==> src/rtl/lutram_shreg_pkg.sv <==
package lutram_shreg_pkg;

  typedef enum logic {
    LM_RAM   = 1'b0,
    LM_SHIFT = 1'b1
  } lm_mode_e;

  // Cell update enable: every cell moves in shift mode, only the addressed cell in RAM mode.
  function automatic logic cell_load(lm_mode_e mode, logic we, logic hit);
    return we & ((mode == LM_SHIFT) | hit);
  endfunction

  // Value a cell takes when it loads.
  function automatic logic cell_next(lm_mode_e mode, logic din, logic below);
    return (mode == LM_SHIFT) ? below : din;
  endfunction

endpackage

==> src/rtl/lutram_shreg_array.sv <==
module lutram_shreg_array
  import lutram_shreg_pkg::*;
#(
  parameter int ADDR_W = 4,
  localparam int DEPTH = 1 << ADDR_W
) (
  input  logic              clk,
  input  logic              rst_n,
  input  lm_mode_e          mode,
  input  logic              wr_en,
  input  logic              din,
  input  logic [ADDR_W-1:0] waddr,
  output logic [DEPTH-1:0]  bits
);

  for (genvar i = 0; i < DEPTH; i++) begin : g_cell
    logic below;
    logic load;
    if (i == 0) begin : g_head
      assign below = din;
    end else begin : g_body
      assign below = bits[i-1];
    end
    assign load = cell_load(mode, wr_en, waddr == ADDR_W'(i));

    always_ff @(posedge clk or negedge rst_n) begin
      if (!rst_n)    bits[i] <= 1'b0;
      else if (load) bits[i] <= cell_next(mode, din, below);
    end
  end

endmodule

==> src/rtl/lutram_shreg_rdport.sv <==
module lutram_shreg_rdport #(
  parameter int ADDR_W = 4,
  localparam int DEPTH = 1 << ADDR_W
) (
  input  logic              clk,
  input  logic              rst_n,
  input  logic              rd_sync,
  input  logic [DEPTH-1:0]  bits,
  input  logic [ADDR_W-1:0] raddr,
  output logic              rdata
);

  logic comb_bit;
  logic held_bit;

  assign comb_bit = bits[raddr];

  always_ff @(posedge clk or negedge rst_n) begin
    if (!rst_n) held_bit <= 1'b0;
    else        held_bit <= comb_bit;
  end

  assign rdata = rd_sync ? held_bit : comb_bit;

endmodule

==> src/rtl/lutram_shreg.sv <==
module lutram_shreg
  import lutram_shreg_pkg::*;
#(
  parameter int ADDR_W = 4,
  localparam int DEPTH = 1 << ADDR_W,
  localparam int NPORT = 2
) (
  input  logic              clk,
  input  logic              rst_n,
  input  logic              mode_shift,
  input  logic              wr_en,
  input  logic              din,
  input  logic [ADDR_W-1:0] addr_a,
  input  logic [ADDR_W-1:0] addr_b,
  input  logic              rd_sync,
  output logic              rdata_a,
  output logic              rdata_b,
  output logic              shift_q
);

  lm_mode_e                       mode;
  logic [DEPTH-1:0]               mem_bits;
  logic [NPORT-1:0][ADDR_W-1:0]   port_addr;
  logic [NPORT-1:0]               port_data;

  assign mode         = lm_mode_e'(mode_shift);
  assign port_addr[0] = addr_a;
  assign port_addr[1] = addr_b;

  lutram_shreg_array #(.ADDR_W(ADDR_W)) u_array (
    .clk   (clk),
    .rst_n (rst_n),
    .mode  (mode),
    .wr_en (wr_en),
    .din   (din),
    .waddr (addr_a),
    .bits  (mem_bits)
  );

  for (genvar p = 0; p < NPORT; p++) begin : g_port
    lutram_shreg_rdport #(.ADDR_W(ADDR_W)) u_rd (
      .clk     (clk),
      .rst_n   (rst_n),
      .rd_sync (rd_sync),
      .bits    (mem_bits),
      .raddr   (port_addr[p]),
      .rdata   (port_data[p])
    );
  end

  assign rdata_a = port_data[0];
  assign rdata_b = port_data[1];
  assign shift_q = (mode == LM_SHIFT) ? port_data[0] : 1'b0;

endmodule

==> config.mk <==
export PLATFORM = sky130hd
export DESIGN_NAME = lutram_shreg
export DESIGN_NICKNAME = d
export VERILOG_FILES = /design/src/rtl/lutram_shreg_pkg.sv /design/src/rtl/lutram_shreg_array.sv /design/src/rtl/lutram_shreg_rdport.sv /design/src/rtl/lutram_shreg.sv
export SDC_FILE = /design/constraint.sdc
export NUM_CORES = 1
export LEC_CHECK = 0
export ABC_CLOCK_PERIOD_IN_PS = 1900
export BUFFER_PORTS_ARGS = -buffer_cell sky130_fd_sc_hd__buf_2
export CORE_MARGIN = 3
export CORE_UTILIZATION = 59
export CTS_BUF_LIST = sky130_fd_sc_hd__clkbuf_4 sky130_fd_sc_hd__clkbuf_8
export DETAILED_ROUTE_END_ITERATION = 8
export GPL_ROUTABILITY_DRIVEN = 0
export PLACE_DENSITY = 0.81
export RECOVER_POWER = 25
export SYNTH_ARGS = -nofsm -noshare
export SYNTH_HDL_FRONTEND = slang
export SYNTH_SLANG_ARGS = --single-unit
==> constraint.sdc <==
create_clock -name clk -period 1.9 [get_ports clk]
set_input_delay 0.095 -clock clk [delete_from_list [all_inputs] [get_ports clk]]
set_output_delay 0.095 -clock clk [all_outputs]
set_load 0.01 [all_outputs]
# Word level (Yosys, flattened, before mapping)
# Cells that the tools add are included.
[word_totals]
register_bits = 18
input_bits = 14
wordCells = 90
output_inout_bits = 3
[op_classes]
n_bitwise = 32
reduce_logical = 1
muxes = 22
magnitude_cmp = 2
eq_ne = 15
[ops]
columns = ["operator", "n"]
rows = [
  ["4-bit equality test (second input constant)", 8],
  ["1-bit 2-to-1 mux", 20],
  ["1-bit bitwise AND", 16],
  ["4-bit by 3-bit equality test with 1-bit output (second input constant)", 4],
  ["1-bit OR", 16],
  ["4-bit by 5-bit < comparator with 1-bit output (second input constant)", 2],
  ["1-bit binary-select mux with 4-bit select", 2],
  ["4-bit by 2-bit equality test with 1-bit output (second input constant)", 2],
  ["4-bit by 1-bit equality test with 1-bit output (second input constant)", 1],
  ["4-bit logical NOT", 1],
]

# Logic depth before layout (Yosys ltp)
[depth]
ltp_word = 4
depth_mapped = 5
ltp_nobuf = 4

# Hierarchy
# A second synthesis with hierarchy kept.
[unflattened]
hier_cells = 139
hier_area_um2 = 1503.9
[by_module_without_submodules]
columns = ["mod", "seq_area_each_um2", "cells_each", "area_per_inst_um2", "instances"]
rows = [
  ["lutram_shreg_array", 400.4, 104, 1089.8, 1],
  ["lutram_shreg_rdport", 25.0, 17, 203.9, 2],
  ["lutram_shreg", 0.0, 1, 6.3, 1],
]

# Worst setup path after synthesis
# No wires, ideal clock.
[synth_path]
path_kind = "register to output"
start = "register u_array.bits[11] (netlist: u_array.g_cell[12].below)"
end = "output rdata_b"
path_buffers = 0
t_required_ns = 1.805
arrival_time_ns = 1.364
path_stages_with_launch = 5
slack_ns = 0.441
path_cell_list = "dfrtp_1 mux4_1 mux2i_1 mux2i_1 mux2_2"
[synth_via]
elab_chain_cells = 3
[synth_lines]
columns = ["item", "line", "rtl"]
rows = [
  ["start: declaration", "lutram_shreg_array.sv:13", "output logic [DEPTH-1:0] bits"],
  ["start signal: indexed assignment", "lutram_shreg_array.sv:28", "else if (load) bits[i] <= cell_next(mode, din, below);"],
  ["1-bit binary-select mux with 4-bit select", "lutram_shreg_rdport.sv:16", "assign comb_bit = bits[raddr];"],
  ["1-bit 2-to-1 mux (not written as such)", "lutram_shreg_rdport.sv:16", ""],
  ["named net g_port[1].u_rd.comb_bit", "lutram_shreg_rdport.sv:13", "logic comb_bit;"],
  ["1-bit 2-to-1 mux", "lutram_shreg_rdport.sv:23", "assign rdata = rd_sync ? held_bit : comb_bit;"],
  ["end: declaration", "lutram_shreg.sv:17", "output logic rdata_b,"],
]
# The timed path passes the listed nets, and every way through them passes these cells. The select of a mux whose other input is x is not followed.

# Final worst setup path
[layout_path]
start = "register u_array.bits[7] (netlist: u_array.g_cell[8].below)"
end = "output shift_q"
[layout_via]
elab_chain_cells = 4
[layout_lines]
columns = ["item", "line", "rtl"]
rows = [
  ["1-bit binary-select mux with 4-bit select", "lutram_shreg_rdport.sv:16", ""],
  ["1-bit 2-to-1 mux (not written as such)", "lutram_shreg_rdport.sv:16", ""],
  ["1-bit 2-to-1 mux", "lutram_shreg_rdport.sv:23", ""],
  ["1-bit 2-to-1 mux", "lutram_shreg.sv:53", "assign shift_q = (mode == LM_SHIFT) ? port_data[0] : 1'b0;"],
  ["end: declaration", "lutram_shreg.sv:18", "output logic shift_q"],
]
# No other way between the ends. The select of a mux whose other input is x is not followed.

==> run_results.csv <==
group,metric,value,unit
status,status,"finished with violations",
status,violations,"negative setup slack",
sta,finalCritPeriodShare,103,%
global_route,met1_usage,33.1,%
clocking,htree_levels,1,
yosys,synth-edff-count,0,
route,viasPerCell,6.90,
yosys,syn_inst,127,
pwr,p_per_area,851,nW/um^2
yosys,synth-seq-cells,18,
sta,rsz0062_at_grt,"true",
yosys,yosysWarnings,0,
route,vias,1256,
final_layout,diodes,0,
sta,fin_skew,0.00867,ns
critical_path,required,1.80,ns
yosys,synth_top_area_share,35.7,%
route,drc,0,
global_route,grt_max_degree,19,
hold_path,hold_path.class,"input port to flip-flop",
yosys,synthMostInstantiatedCell,"a21oi_1",
yosys,yosys.area.top_type,"dfrtp_1",
final_layout,stdcell_area,1490,um^2
yosys,yosysSeqAreaShare,35.7,%
pwr,power.internal,0.000851,W
global_route,grt.met3_usage,10.3,%
sta,tightest_slew,1.01,ns
die,ios,17,
clocking,cts_buffer_depth,2,
clocking,clock_sinks,18,
pwr,p_sw,0.000419,W
yosys,synth_area,1260,um^2
job,cap_violations,0,
critical_path,endpoint_kind,"primary output",
sta,finalCriticalPeriod,1.96,ns
clocking,cts_buffers,3,
clocking,cts_root_buffer,"clkbuf_4",
pwr,finalPower,0.00127,W
die,row_count,16,
sta,setup_tns,-0.163,ns
sta,finalHoldViolations,0,
die,core,2000,um^2
critical_path,worstPathMaxFanout,3,
pwr,ir_drop,683,uV
final_layout,fillers,150,
placement,dp_cells,165,
final_layout,instances_no_fill,182,
final_layout,nNetsFinal,170,
final_layout,fin_util,74.6,%
sta,setup_viol_count_final,3,
sta,slew_headroom,33.0,%
sta,fmaxAchievable,511,MHz
global_route,grt.total_usage,28.1,%
die,die_w,52.2,um
global_route,grt_pass1_vias,1176,
global_route,grt.met2_usage,46.4,%
die,die-area,2730,um^2
critical_path,cp-start-kind,"flip-flop",
placement,placed_area,1360,um^2
route,ant_nets,0,
clocking,clock_latency,0.30,ns
yosys,syn_area_per_cell,9.93,um^2
route,first_pass_iters,5,
placement,io_buffer_count,16,
pwr,pwr-share-seq,43.3,%
critical_path,path_class,"flip-flop to primary output",
global_route,grt.busiest_layer,"met2",
final_layout,drive_above_1_share,33.5,%
pwr,p_comb_share,37.6,%
global_route,grt_overflow,0,
die,die_h,52.2,um
yosys,async_reset_ff_share,100,%
route,drt-initial-drc-count,66,
critical_path,worstPathArrival,1.86,ns
clocking,cts_tree,"built",
route,routed_wl,3.52,mm
global_route,grt_pass1_wl,5.49,mm
yosys,synthTopCellsByArea,"dfrtp_1 (36%), mux4_1 (13%), a21oi_1 (12%)",
yosys,syn_nets,141,
global_route,antenna_found_initial,0,
pwr,leakagePower,0.574,nW
die,start_util,63.0,%
clocking,clk_pin_slew_worst_paths,0.11,ns
pwr,power_frac_clock,19.0,%
yosys,synth-main-ff-cell,"dfrtp_1",
sta,setup_ws,-0.0580,ns
yosys,synthTopCellsByCount,"a21oi_1 (31), dfrtp_1 (18), o21ai_0 (16)",
yosys,synth_cell_type_count,24,
placement,place.detailed.hpwl,2.36,mm
sta,slew_violations,0,
route,routedWlPerCell,19.3,um
pwr,swShare,33.0,%
final_layout,syn_to_final_growth,18.4,%
==> layout by cell type, fill, tap and decap left out, types with 3 or more instances in the layout <==
cell,Yosys,routed
mux4_2,2,6
mux2i_1,4,3
or2_2,5,5
buf_4,0,15
buf_2,1,14
clkbuf_4,0,3
o22ai_1,15,15
o21ai_0,16,16
a21oi_1,31,31
nand2b_1,5,5
dfrtp_1,18,18
==> through the flow <==
stage,setup slack (ns),hold WS (ns)
after CTS,-0.0940,0.0638
after global routing,-0.156,0.0836
after floorplan,0.441,-0.201
after global placement,0.269,0.0495
final,-0.0580,0.0654
after detailed placement,0.184,0.0508
==> logic make-up (layout without fill, tap and decap cells) <==
group / Yosys count / count (layout) / share of synthesized area (%)
flip-flops: 18 / 18 / 35.7
AND/OR/NAND/NOR: 20 / 20 / 10.1
buffers and inverters: 10 / 38 / 3.67
multiplexers: 14 / 14 / 21.0
AO/OA/AOI/OAI: 65 / 65 / 29.5
==> layer usage <==
| metal | vias to the layer above | routed length [um] |
|---|---|---|
| li1 | 554 | - |
| met5 | - | 0 |
| met4 | 0 | 130 |
| met1 | 591 | 1330 |
| met2 | 93 | 1630 |
| met3 | 18 | 419 |
==> worst max-delay path, stage by stage, from the launching register on <==
cell and delay [ns]:
dfrtp_1 0.41, mux4_1 0.53, mux2i_2 0.20, and3_4 0.22, a2111oi_2 0.05, buf_2 0.15
==> worst paths after layout <==
path | from | to | slack, ns | cells after the start
setup reg to reg | u_array.g_cell[8].below | g_port[0].u_rd.held_bit | 0.37 | 5
setup / recovery | u_array.g_cell[8].below | shift_q | -0.06 | 5
min in group asynchronous | rst_n | u_array.g_cell[1].below | 0.47 | 2
hold reg to reg | u_array.g_cell[13].below | u_array.g_cell[13].below | 0.60 | 2
max in group asynchronous | rst_n | u_array.g_cell[10].below | 0.81 | 2
hold / removal | din | u_array.g_cell[1].below | 0.07 | 2
==> registers in the layout, summed over array words and instances, names as in the netlist <==
signal / flops
g_port.u_rd.held_bit: 2
u_array.bits: 1
u_array.g_cell.below: 15
==> power groups by stage <==
stage	Sequential, W	Clock, W	Combinational (W)
finish	0.000550	0.000242	0.000478
CTS	0.000541	0.000244	0.000457
detailed placement	0.000558	0	0.000354
global route	0.000559	0.000257	0.000517
global placement	0.000550	0	0.000342
floorplan	0.000521	0	0.000268
==> repair_timing <==
item / CTS / global route
hold buffers: 1 / 0
buffers inserted: 11 / 1
gates resized for setup: 4 / 3
endpoints found under the hold margin: 18 / 0
pin swaps: 1 / 0
endpoints found under the setup margin: 3 / 3
==> final cells by class <==
| class | count | area, um^2 | share of cell area [%] |
|---|---|---|---|
| Clock buffer | 4 | 36.3 | 2.43 |
| Inverter | 2 | 7.51 | 0.503 |
| Timing Repair Buffer | 32 | 208 | 13.9 |
| Multi-Input combinational cell | 99 | 757 | 50.7 |
| Tap cell | 27 | 33.8 | 2.26 |
| Sequential cell | 18 | 450 | 30.2 |
No activity file was read; power rests on OpenSTA's default activity.
